===== src/rtl/qp_pkg.sv =====
package qp_pkg;

  // Per-quarter status produced by the output stage.
  typedef struct packed {
    logic held;      // inside the stretched final quarter
    logic boundary;  // final quarter of the machine cycle
  } qp_flag_t;

  // Decides whether a cycle is to be stretched.
  function automatic logic qp_is_critical(input logic en, input logic sel_bit);
    return en & sel_bit;
  endfunction

endpackage


===== src/rtl/qp_crit_decode.sv =====
module qp_crit_decode #(
  parameter int TYPE_W = 3
) (
  input  logic                     stretch_en,
  input  logic [TYPE_W-1:0]        acc_type,
  input  logic [(1<<TYPE_W)-1:0]   crit_mask,
  output logic                     crit
);
  import qp_pkg::*;

  localparam int NTYPES = 1 << TYPE_W;

  logic [NTYPES-1:0] type_sel;

  // One-hot decode of the access type, one comparator per type.
  genvar t;
  generate
    for (t = 0; t < NTYPES; t++) begin : g_sel
      assign type_sel[t] = (acc_type == TYPE_W'(t));
    end
  endgenerate

  always_comb begin
    crit = qp_is_critical(stretch_en, |(type_sel & crit_mask));
  end

endmodule


===== src/rtl/qp_seq.sv =====
module qp_seq #(
  parameter int NUM_Q  = 4,
  parameter int HOLD_Q = 1
) (
  input  logic                     clk,
  input  logic                     rst,
  input  logic                     crit_in,
  output logic [$clog2(NUM_Q)-1:0] ph_idx,
  output logic                     crit_q,
  output logic                     hold_done
);
  localparam int IDX_W = $clog2(NUM_Q);
  localparam int HC_W  = (HOLD_Q < 1) ? 1 : $clog2(HOLD_Q + 1);
  localparam logic [IDX_W-1:0] FIRST = '0;
  localparam logic [IDX_W-1:0] LAST  = IDX_W'(NUM_Q - 1);
  localparam logic [HC_W-1:0]  HLIM  = HC_W'(HOLD_Q);

  logic [IDX_W-1:0] ph_d;
  logic [HC_W-1:0]  hold_cnt, hold_d;
  logic             crit_d;

  assign hold_done = (hold_cnt == HLIM);

  always_comb begin
    ph_d   = ph_idx;
    hold_d = hold_cnt;
    crit_d = crit_q;
    if (ph_idx == FIRST) begin
      crit_d = crit_in;            // decision taken once, in Q1
      ph_d   = ph_idx + 1'b1;
    end else if (ph_idx == LAST) begin
      if (crit_q && !hold_done) begin
        hold_d = hold_cnt + 1'b1;  // repeat the final quarter
      end else begin
        ph_d   = FIRST;
        hold_d = '0;
        crit_d = 1'b0;
      end
    end else begin
      ph_d = ph_idx + 1'b1;
    end
  end

  always_ff @(posedge clk) begin
    if (rst) begin
      ph_idx   <= FIRST;
      hold_cnt <= '0;
      crit_q   <= 1'b0;
    end else begin
      ph_idx   <= ph_d;
      hold_cnt <= hold_d;
      crit_q   <= crit_d;
    end
  end


  reset_state_chk: assert property (@(posedge clk)
    rst |=> (ph_idx == FIRST && !crit_q));


  hold_last_chk: assert property (@(posedge clk) disable iff (rst)
    (ph_idx == LAST && crit_q && !hold_done) |=> (ph_idx == LAST));


  normal_wrap_chk: assert property (@(posedge clk) disable iff (rst)
    (ph_idx == LAST && !crit_q) |=> (ph_idx == FIRST));


  decision_kept_chk: assert property (@(posedge clk) disable iff (rst)
    (ph_idx != FIRST && ph_idx != LAST) |=> $stable(crit_q));

endmodule


===== src/rtl/qp_outs.sv =====
module qp_outs #(
  parameter int NUM_Q = 4
) (
  input  logic                     clk,
  input  logic                     rst,
  input  logic [$clog2(NUM_Q)-1:0] ph_idx,
  input  logic                     crit_q,
  input  logic                     hold_done,
  output logic [NUM_Q-1:0]         phase_oh,
  output qp_pkg::qp_flag_t         flags
);
  import qp_pkg::*;

  localparam int IDX_W = $clog2(NUM_Q);

  genvar g;
  generate
    for (g = 0; g < NUM_Q; g++) begin : g_oh
      assign phase_oh[g] = (ph_idx == IDX_W'(g));
    end
  endgenerate

  always_comb begin
    flags.held     = phase_oh[NUM_Q-1] & crit_q;
    flags.boundary = phase_oh[NUM_Q-1] & (~crit_q | hold_done);
  end


  phase_onehot_chk: assert property (@(posedge clk) disable iff (rst)
    $countones(phase_oh) == 1);


  held_in_last_chk: assert property (@(posedge clk) disable iff (rst)
    flags.held |-> phase_oh[NUM_Q-1]);


  next_is_first_chk: assert property (@(posedge clk) disable iff (rst)
    flags.boundary |=> phase_oh[0]);


  single_boundary_chk: assert property (@(posedge clk) disable iff (rst)
    flags.boundary |=> !flags.boundary);

endmodule


===== src/rtl/qp_quarter_gen.sv =====
module qp_quarter_gen #(
  parameter int TYPE_W = 3,
  parameter int NUM_Q  = 4,
  parameter int HOLD_Q = 1
) (
  input  logic                   clk,
  input  logic                   rst,
  input  logic                   stretch_en,
  input  logic [TYPE_W-1:0]      acc_type,
  input  logic [(1<<TYPE_W)-1:0] crit_mask,
  output logic [NUM_Q-1:0]       phase_oh,
  output logic                   stretch_act,
  output logic                   cyc_end
);
  import qp_pkg::*;

  localparam int IDX_W = $clog2(NUM_Q);

  logic             crit;
  logic [IDX_W-1:0] ph_idx;
  logic             crit_q;
  logic             hold_done;
  qp_flag_t         flags;

  qp_crit_decode #(.TYPE_W(TYPE_W)) u_dec (
    .stretch_en (stretch_en),
    .acc_type   (acc_type),
    .crit_mask  (crit_mask),
    .crit       (crit)
  );

  qp_seq #(.NUM_Q(NUM_Q), .HOLD_Q(HOLD_Q)) u_seq (
    .clk       (clk),
    .rst       (rst),
    .crit_in   (crit),
    .ph_idx    (ph_idx),
    .crit_q    (crit_q),
    .hold_done (hold_done)
  );

  qp_outs #(.NUM_Q(NUM_Q)) u_outs (
    .clk       (clk),
    .rst       (rst),
    .ph_idx    (ph_idx),
    .crit_q    (crit_q),
    .hold_done (hold_done),
    .phase_oh  (phase_oh),
    .flags     (flags)
  );

  assign stretch_act = flags.held;
  assign cyc_end     = flags.boundary;


  no_stretch_when_off_chk: assert property (@(posedge clk) disable iff (rst)
    (phase_oh[0] && !stretch_en) |=> ##[0:0] 1'b1 ##0 !crit_q);

endmodule


===== config.mk =====
export PLATFORM = sky130hd
export DESIGN_NAME = qp_quarter_gen
export DESIGN_NICKNAME = d
export VERILOG_FILES = /design/src/rtl/qp_pkg.sv /design/src/rtl/qp_crit_decode.sv /design/src/rtl/qp_seq.sv /design/src/rtl/qp_outs.sv /design/src/rtl/qp_quarter_gen.sv
export SDC_FILE = /design/constraint.sdc
export NUM_CORES = 1
export LEC_CHECK = 0
export BUFFER_PORTS_ARGS = -buffer_cell sky130_fd_sc_hd__buf_2
export CAP_MARGIN = 25
export CORE_AREA = 8 8 45 47
export DETAILED_ROUTE_END_ITERATION = 16
export DIE_AREA = 0 0 53 55
export GPL_TIMING_DRIVEN = 0
export HOLD_SLACK_MARGIN = 0.03
export PLACE_DENSITY = 0.55
export SYNTH_ARGS = -nofsm -noshare
export SYNTH_HDL_FRONTEND = slang
export SYNTH_HIERARCHICAL = 1
export SYNTH_SLANG_ARGS = --single-unit

===== constraint.sdc =====
create_clock -name clk -period 3.73 [get_ports clk]
set_clock_uncertainty 0.15 [all_clocks]
set_input_delay 0.5595 -clock clk [delete_from_list [all_inputs] [get_ports clk]]
set_output_delay 0.5595 -clock clk [all_outputs]
set_load 0.1 [all_outputs]

==> results.rst, run 1 <==
.. list-table::
   :header-rows: 1

   * - Metric
     - Value
   * - Run status
     - finished clean
   * - Maximum clock frequency
     - 0.4608 GHz
   * - Fillers
     - 156
   * - Ratio of cells with drive above 1 in the final layout
     - 45.76%
   * - Total of max-cap violations
     - 0
   * - Post-cts repair resize count
     - 0
   * - Cell area after synthesis
     - 357.8 um2
   * - Gpl congestion
     - 0.6879
   * - Final-report hold violation count
     - 0
   * - Internal Power
     - 155.1 uW
   * - VDD IR-drop max
     - 0.0003583 V
   * - Clock network fraction of design power
     - 13.7%
   * - Dominant cell type by area after synthesis
     - dfxtp_1
   * - Clock tree root driver cell
     - clkbuf_4
   * - Async set-reset flop share out of synthesis
     - 0%
   * - Leak
     - 0.0002636 uW
   * - Worst hold slack
     - 0.3787 ns
   * - Post-synthesis area per instance
     - 9.671 um2
   * - Class of the tightest hold or removal check
     - register to register
   * - Vias per inst
     - 4.560
   * - Number of warnings reported in the yosys synthesis log
     - 6
   * - Share of synthesized area occupied by flip-flops and latches
     - 22.38%
   * - Top Ports
     - 20
   * - Die extent in y
     - 55 um
   * - Largest delay share family, worst path
     - flip-flops
   * - Overall die area
     - 2915 um2
   * - Category of the most critical setup path
     - register to primary output
   * - H-Tree Depth
     - 1
   * - Number of buffers inserted for hold repair after clock tree synthesis
     - 0
   * - Most frequent cell after synthesis
     - inv_1
   * - Number of global-route vias before repair
     - 360
   * - Final Critical Period
     - 2.170 ns
   * - Pin count of the biggest net entering global routing
     - 10
   * - Sequential Power Share
     - 20.0%
   * - Final setup violation count
     - 0
   * - Layout net count
     - 79
   * - Buffers plus inverters on the worst setup path
     - 1
   * - Number of buffers created by CTS
     - 3
   * - DRT iter0 DRCs
     - 1
   * - CP max stage cell
     - dfxtp_1
   * - Net Switching
     - 229.1 uW
   * - Initial core utilization
     - 25.86%
   * - Cell count after synthesis
     - 37
   * - Crit-path max FO
     - 9
   * - Relative contribution of combinational cells to total power
     - 66.3%
   * - Top FF cell, synth
     - dfxtp_1
   * - Post-route cell area
     - 495.5 um2
   * - Congestion Overflow GR
     - 0
   * - Area after DPL
     - 473.0 um2
   * - Total number of vias
     - 342
   * - Max-slew violation count
     - 0
   * - Ranking of synthesized cells by instance count
     - inv_1 (5), dfxtp_1 (4), ha_1 (4)
   * - HPWL reported at the end of detailed placement
     - 706.3 um
   * - Clk sink count
     - 4
   * - Width of the die
     - 53 um
   * - CORE AREA
     - 1384 um2
   * - Tcrit/Tclk final
     - 58.18%
   * - Setup TNS
     - 0 ns
   * - Minimum setup slack after placement
     - 1.737 ns
   * - Antenna Cells
     - 0
   * - Launching element type of the critical path
     - register
   * - WL per Instance
     - 11.37 um
   * - Clk slew on worst S/H paths
     - 0.04 ns
   * - Post-CTS Setup Bufs
     - 0
   * - Clock Tree Buf Depth
     - 2
   * - Total routed wirelength
     - 853 um
   * - Crit path arrival time
     - 1.46 ns
   * - Largest cells by area after synthesis
     - dfxtp_1 (22%), ha_1 (14%), mux4_1 (7.3%)
   * - Port Buf Inserts
     - 19
   * - Clock tree from TritonCTS
     - built
   * - P per Cell Area
     - 775.3 nW/um2
   * - Area share of the largest cell type after synthesis
     - 22.38%
   * - Cell breakdown of the critical path
     - and2_4 -> a21boi_2 -> buf_2
   * - Number of enable flip-flop cells after synthesis
     - 0
   * - Clock latency on the worst-skew pair
     - 0.23 ns
   * - Post-synthesis sequential element count
     - 4
   * - DRT Pass-1 Iters
     - 3
   * - Relative slew margins
     - 67.69%
   * - Area growth, synth to finish
     - 38.46%
   * - First-pass GRT wire length
     - 1.324 mm
   * - Core Rows
     - 14
   * - Slew @ Worst Pin
     - 0.4879 ns
   * - Number of remaining DRC errors
     - 0
   * - Worst Setup Slack, final
     - 1.560 ns
   * - Overall routing resource usage
     - 6.069%
   * - Number of antenna violations at the first check in global routing
     - 0
   * - Required time at the endpoint of the critical path
     - 3.02 ns
   * - Total nets after synthesis
     - 55
   * - Crit path largest cell delay
     - 0.48 ns
   * - Number of different library cells in the post-synthesis netlist
     - 21
   * - RSZ-0062 raised after global routing
     - false
   * - Net switching fraction of the power
     - 59.63%
   * - Critical path capture point type
     - primary output
   * - Remaining number of nets flagged by the antenna check after routing
     - 0
[path summary, 6_finish.rpt]
kind / cells past startpoint / end / startpoint / slack [ns]
max: 3 / cyc_end / u_seq/ph_idx[1]$_SDFFE_PP0P_ / 1.56
min: 2 / u_seq/hold_done$_SDFFE_PP0P_ / u_seq/hold_done$_SDFFE_PP0P_ / 0.38
max reg2reg: 4 / u_seq/crit_q$_SDFFE_PP0P_ / u_seq/ph_idx[1]$_SDFFE_PP0P_ / 2.17
min reg2reg: 2 / u_seq/hold_done$_SDFFE_PP0P_ / u_seq/hold_done$_SDFFE_PP0P_ / 0.38
[through the flow]
step                      utilization [%]  power [uW]  std cells
after floorplan                         -       291.1         37
after global placement              34.18       333.0         72
after detailed placement            34.18       334.2         72
after CTS                           35.80       389.8         75
after global routing                35.80       409.1         75
final                               35.80       384.2         75
[worst register-to-register path, cell delays in order (launching register included)]
cell and delay (ns):
dfxtp_1 0.48, inv_1 0.11, ha_1 0.31, o21bai_1 0.16, a31o_2 0.24
[metal layers]
| layer | track usage, % | vias up | wire, um |
|---|---|---|---|
| met5 | 0 | - | 0 |
| met4 | 5.172 | 0 | 0 |
| met3 | 2.139 | 0 | 82 |
| met2 | 9.961 | 19 | 374 |
| met1 | 6.088 | 146 | 396 |
| li1 | - | 177 | - |
[cells by family after synthesis]
group | Yosys count | synth area share (%)
simple gates | 13 | 25.18
compound gates | 7 | 17.13
buf+inv | 5 | 5.245
mux | 4 | 16.09
fa+ha+maj | 4 | 13.99
flops | 4 | 22.38
[power by group through the flow]
stage          logic [uW]  registers (uW)  clock network [uW]
2_1_floorplan         220            70.8                   0
3_3_place_gp          255            77.7                   0
3_5_place_dp          256            78.3                   0
4_1_cts               256            77.6                55.9
5_1_grt               271            80.2                57.7
6_report              255            76.9                52.5
[registers in the layout (all words and copies together), names as in the netlist]
| name | count |
|---|---|
| u_seq/crit_q | 1 |
| u_seq/ph_idx | 2 |
| u_seq/hold_done | 1 |
[cell type report]
cell class | instances | area [um2] | share of cell area, %
Multi-Input combinational cell | 28 | 259.0 | 52.27
Timing Repair Buffer | 19 | 95.09 | 19.19
Sequential cell | 4 | 80.08 | 16.16
Clock buffer | 3 | 22.52 | 4.545
Tap cell | 16 | 20.02 | 4.040
Inverter | 5 | 18.77 | 3.788
[cell usage in the layout, fill, tap and decap left out]
master,netlist,routed
nand3b_1,1,1
dfxtp_1,4,4
a311oi_1,1,1
and3_1,1,1
inv_1,5,5
mux4_1,1,1
mux2_2,1,1
o31ai_1,1,1
o21bai_1,1,1
nor2_1,3,3
and2b_1,2,2
a21boi_2,1,1
a211oi_2,1,1
ha_1,4,4
clkbuf_4,0,3
a31o_2,1,1
buf_2,0,19
a21oi_1,1,1
nand2b_1,3,3
mux2i_1,2,2
and2_4,1,1
nor4bb_1,1,1
and4bb_1,1,1
No activity file was read; power rests on OpenSTA's default activity.
==> run 2: changes to the inputs <==
Settings changed: ABC_AREA from default to 1, PLACE_DENSITY 0.55 to 0.58.
Clock period 3.73 ns to 2.25 ns, I/O delays scaled along.
==> results.rst, run 2 <==
.. list-table::
   :header-rows: 1

   * - Metric
     - Value
   * - Run status
     - finished clean
   * - H-Tree Depth
     - 1
   * - Final setup violation count
     - 0
   * - Crit path largest cell delay
     - 0.47 ns
   * - DRT Pass-1 Iters
     - 4
   * - Share of the synthesized netlist area taken by xor and xnor gates
     - 0%
   * - Share of synthesized area occupied by flip-flops and latches
     - 20.58%
   * - Post-synthesis area per instance
     - 5.639 um2
   * - Commonest non-fill, non-tap cells in the layout
     - buf_2 (19), inv_1 (19), nor2_1 (14), nand2_1 (14)
   * - Number of buffers inserted for hold repair after clock tree synthesis
     - 0
   * - Async set-reset flop share out of synthesis
     - 0%
   * - Most frequent cell after synthesis
     - inv_1
   * - Crit-path max FO
     - 8
   * - Number of antenna violations at the first check in global routing
     - 0
   * - VDD IR-drop max
     - 0.0004231 V
   * - Area after DPL
     - 506.7 um2
   * - Ranking of synthesized cells by instance count
     - inv_1 (19), nor2_1 (15), nand2_1 (14)
   * - Number of different library cells in the post-synthesis netlist
     - 14
   * - Relative slew margins
     - 67.63%
   * - Area growth, synth to finish
     - 36.01%
   * - CORE AREA
     - 1384 um2
   * - Cell area after synthesis
     - 389.1 um2
   * - Total of max-cap violations
     - 0
   * - Remaining number of nets flagged by the antenna check after routing
     - 0
   * - Die extent in y
     - 55 um
   * - First-pass GRT wire length
     - 1.497 mm
   * - Top Ports
     - 20
   * - Cell count after synthesis
     - 69
   * - Post-cts repair resize count
     - 0
   * - Layout net count
     - 111
   * - Final Critical Period
     - 1.851 ns
   * - Clock latency on the worst-skew pair
     - 0.24 ns
   * - Pin count of the biggest net entering global routing
     - 9
   * - Buffers plus inverters on the worst setup path
     - 1
   * - Clk slew on worst S/H paths
     - 0.04 ns
   * - Launch point of the worst reg-to-reg path
     - u_seq/ph_idx[0]$_SDFFE_PP0P_
   * - Number of buffers created by CTS
     - 3
   * - DRT iter0 DRCs
     - 2
   * - FF-to-FF path depth
     - 6
   * - Endpoint of the worst-slack reg-to-reg timing path
     - u_seq/crit_q$_SDFFE_PP0P_
   * - Compound-Gate Fraction of Synth Area
     - 8.360%
   * - Largest delay share family, worst path
     - flip-flops
   * - Width of the die
     - 53 um
   * - Launching element type of the critical path
     - register
   * - Ratio of cells with drive above 1 in the final layout
     - 30.77%
   * - Number of warnings reported in the yosys synthesis log
     - 6
   * - Maximum clock frequency
     - 0.5402 GHz
   * - Post-route cell area
     - 529.3 um2
   * - Class of the tightest hold or removal check
     - input port to register
   * - Category of the most critical setup path
     - register to primary output
   * - Capturing element of the worst setup path
     - cyc_end
   * - Clock Tree Buf Depth
     - 2
   * - Setup TNS
     - 0 ns
   * - Largest register FFs
     - 2
   * - Clock tree root driver cell
     - clkbuf_4
   * - Post-Synth Adder-Cell Area
     - 12.86%
   * - Number of remaining DRC errors
     - 0
   * - Mux contribution to synthesized area
     - 0%
   * - Number of global-route vias before repair
     - 393
   * - Number of enable flip-flop cells after synthesis
     - 0
   * - Combinational family with the most area after synthesis
     - simple AND/OR/NAND/NOR gates
   * - Post-CTS Setup Bufs
     - 0
   * - Total routed wirelength
     - 871 um
   * - Clk sink count
     - 4
   * - Tcrit/Tclk final
     - 82.27%
   * - CP max stage cell
     - dfxtp_1
   * - Congestion Overflow GR
     - 0
   * - Core Rows
     - 14
   * - Max-slew violation count
     - 0
   * - Crit path arrival time
     - 1.36 ns
   * - Largest cells by area after synthesis
     - dfxtp_1 (21%), inv_1 (18%), nor2_1 (14%)
   * - Post-synthesis share of cell area spent on and, or, nand and nor gates
     - 38.91%
   * - Leak
     - 0.0003336 uW
   * - Initial core utilization
     - 28.12%
   * - Total number of vias
     - 429
   * - Overall routing resource usage
     - 6.929%
   * - Total number of cells along the worst setup path
     - 3
   * - Gpl congestion
     - 0.7045
   * - Startpoint of the worst setup timing path
     - u_seq/ph_idx[1]$_SDFFE_PP0P_
   * - Final-report hold violation count
     - 0
   * - Largest register by flop count
     - u_seq/ph_idx
   * - Reg-to-reg slack, setup
     - 0.80 ns
   * - Cell breakdown of the critical path
     - nand2_2 -> a21oi_2 -> buf_2
   * - RSZ-0062 raised after global routing
     - false
   * - Area share of the largest cell type after synthesis
     - 20.58%
   * - Top FF cell, synth
     - dfxtp_1
   * - Critical path capture point type
     - primary output
   * - Overall die area
     - 2915 um2
   * - Port Buf Inserts
     - 19
   * - Clock tree from TritonCTS
     - built
   * - WL per Instance
     - 8.140 um
   * - Vias per inst
     - 4.009
   * - Required time at the endpoint of the critical path
     - 1.76 ns
   * - Post-synthesis sequential element count
     - 4
   * - Slew @ Worst Pin
     - 0.4889 ns
   * - P per Cell Area
     - 1409 nW/um2
   * - Fillers
     - 157
   * - Dominant cell type by area after synthesis
     - dfxtp_1
   * - Antenna Cells
     - 0
   * - Total nets after synthesis
     - 87
   * - HPWL reported at the end of detailed placement
     - 761.1 um
==> run 2: cell types whose count changed after synthesis, sizes merged, moves of 2 or more <==
| cell | previous run | this run |
|---|---|---|
| a21oi | 1 | 3 |
| and2b | 2 | 0 |
| inv | 5 | 20 |
| mux2i | 2 | 0 |
| nand2 | 0 | 15 |
| nand2b | 3 | 0 |
| nand3 | 0 | 5 |
| nor2 | 3 | 15 |
| o21ai | 0 | 2 |
==> run 2: kinds of logic after synthesis <==
| group | Yosys count |
|---|---|
| fa+ha+maj | 4 |
| simple gates | 36 |
| flops | 4 |
| buf+inv | 20 |
| compound gates | 5 |
==> run 2: layout make-up <==
type                    count  area (um2)  share of cell area, %
clock buffers               3       22.52                  4.255
well taps                  16       20.02                  3.783
multi-input cells          45       236.5                  44.68
inverters                  20       75.07                  14.18
flip-flops and latches      4       80.08                  15.13
repair buffers             19       95.09                  17.97
==> run 2: layer usage <==
metal	up-vias	track usage (%)	share of wire, %
met4	0	7.759	1.6
met3	2	1.604	11
li1	246	-	-
met1	160	7.867	48
met5	-	0	0
met2	21	9.961	40
==> run 2: worst reg2reg max path, cell delays in order (launching register included) <==
cell and delay (ns):
dfxtp_1 0.45, inv_1 0.12, ha_1 0.32, inv_1 0.09
nand2_1 0.05, o21ai_1 0.11, nor2_1 0.05
==> run 2: report_power, final <==
group          switching [uW]  total (uW)  leakage (uW)  internal [uW]
clock                    29.0        88.6     0.0000138           59.6
sequential               44.4         140     0.0000330           95.9
combinational             409         517      0.000287            108
==> run 2: how the worst min path moves through the flow <==
stage                     startpoint                      endpoint  slack (ns)  cells past startpoint
final                            rst  u_seq/hold_done$_SDFFE_PP0P_        0.13                      2
after detailed placement         rst  u_seq/hold_done$_SDFFE_PP0P_        0.37                      2
after global routing             rst  u_seq/hold_done$_SDFFE_PP0P_        0.12                      2
after CTS                        rst  u_seq/hold_done$_SDFFE_PP0P_        0.12                      2
after global placement           rst  u_seq/hold_done$_SDFFE_PP0P_        0.37                      2
after floorplan                  rst  u_seq/hold_done$_SDFFE_PP0P_        0.25                      1
==> run 2: per-stage QoR <==
stage                     worst slack (ns)  hold slack (ns)  total power [uW]  std cells  utilization, %
after floorplan                    0.02703           0.2499             578.7         69               -
after global placement              0.6479           0.3683             660.3        104           36.62
after detailed placement            0.6256           0.3725             667.0        104           36.62
after CTS                           0.3750           0.1212             758.7        107           38.25
after global routing                0.2748           0.1243             815.0        107           38.25
final                               0.3989           0.1259             745.7        107           38.25
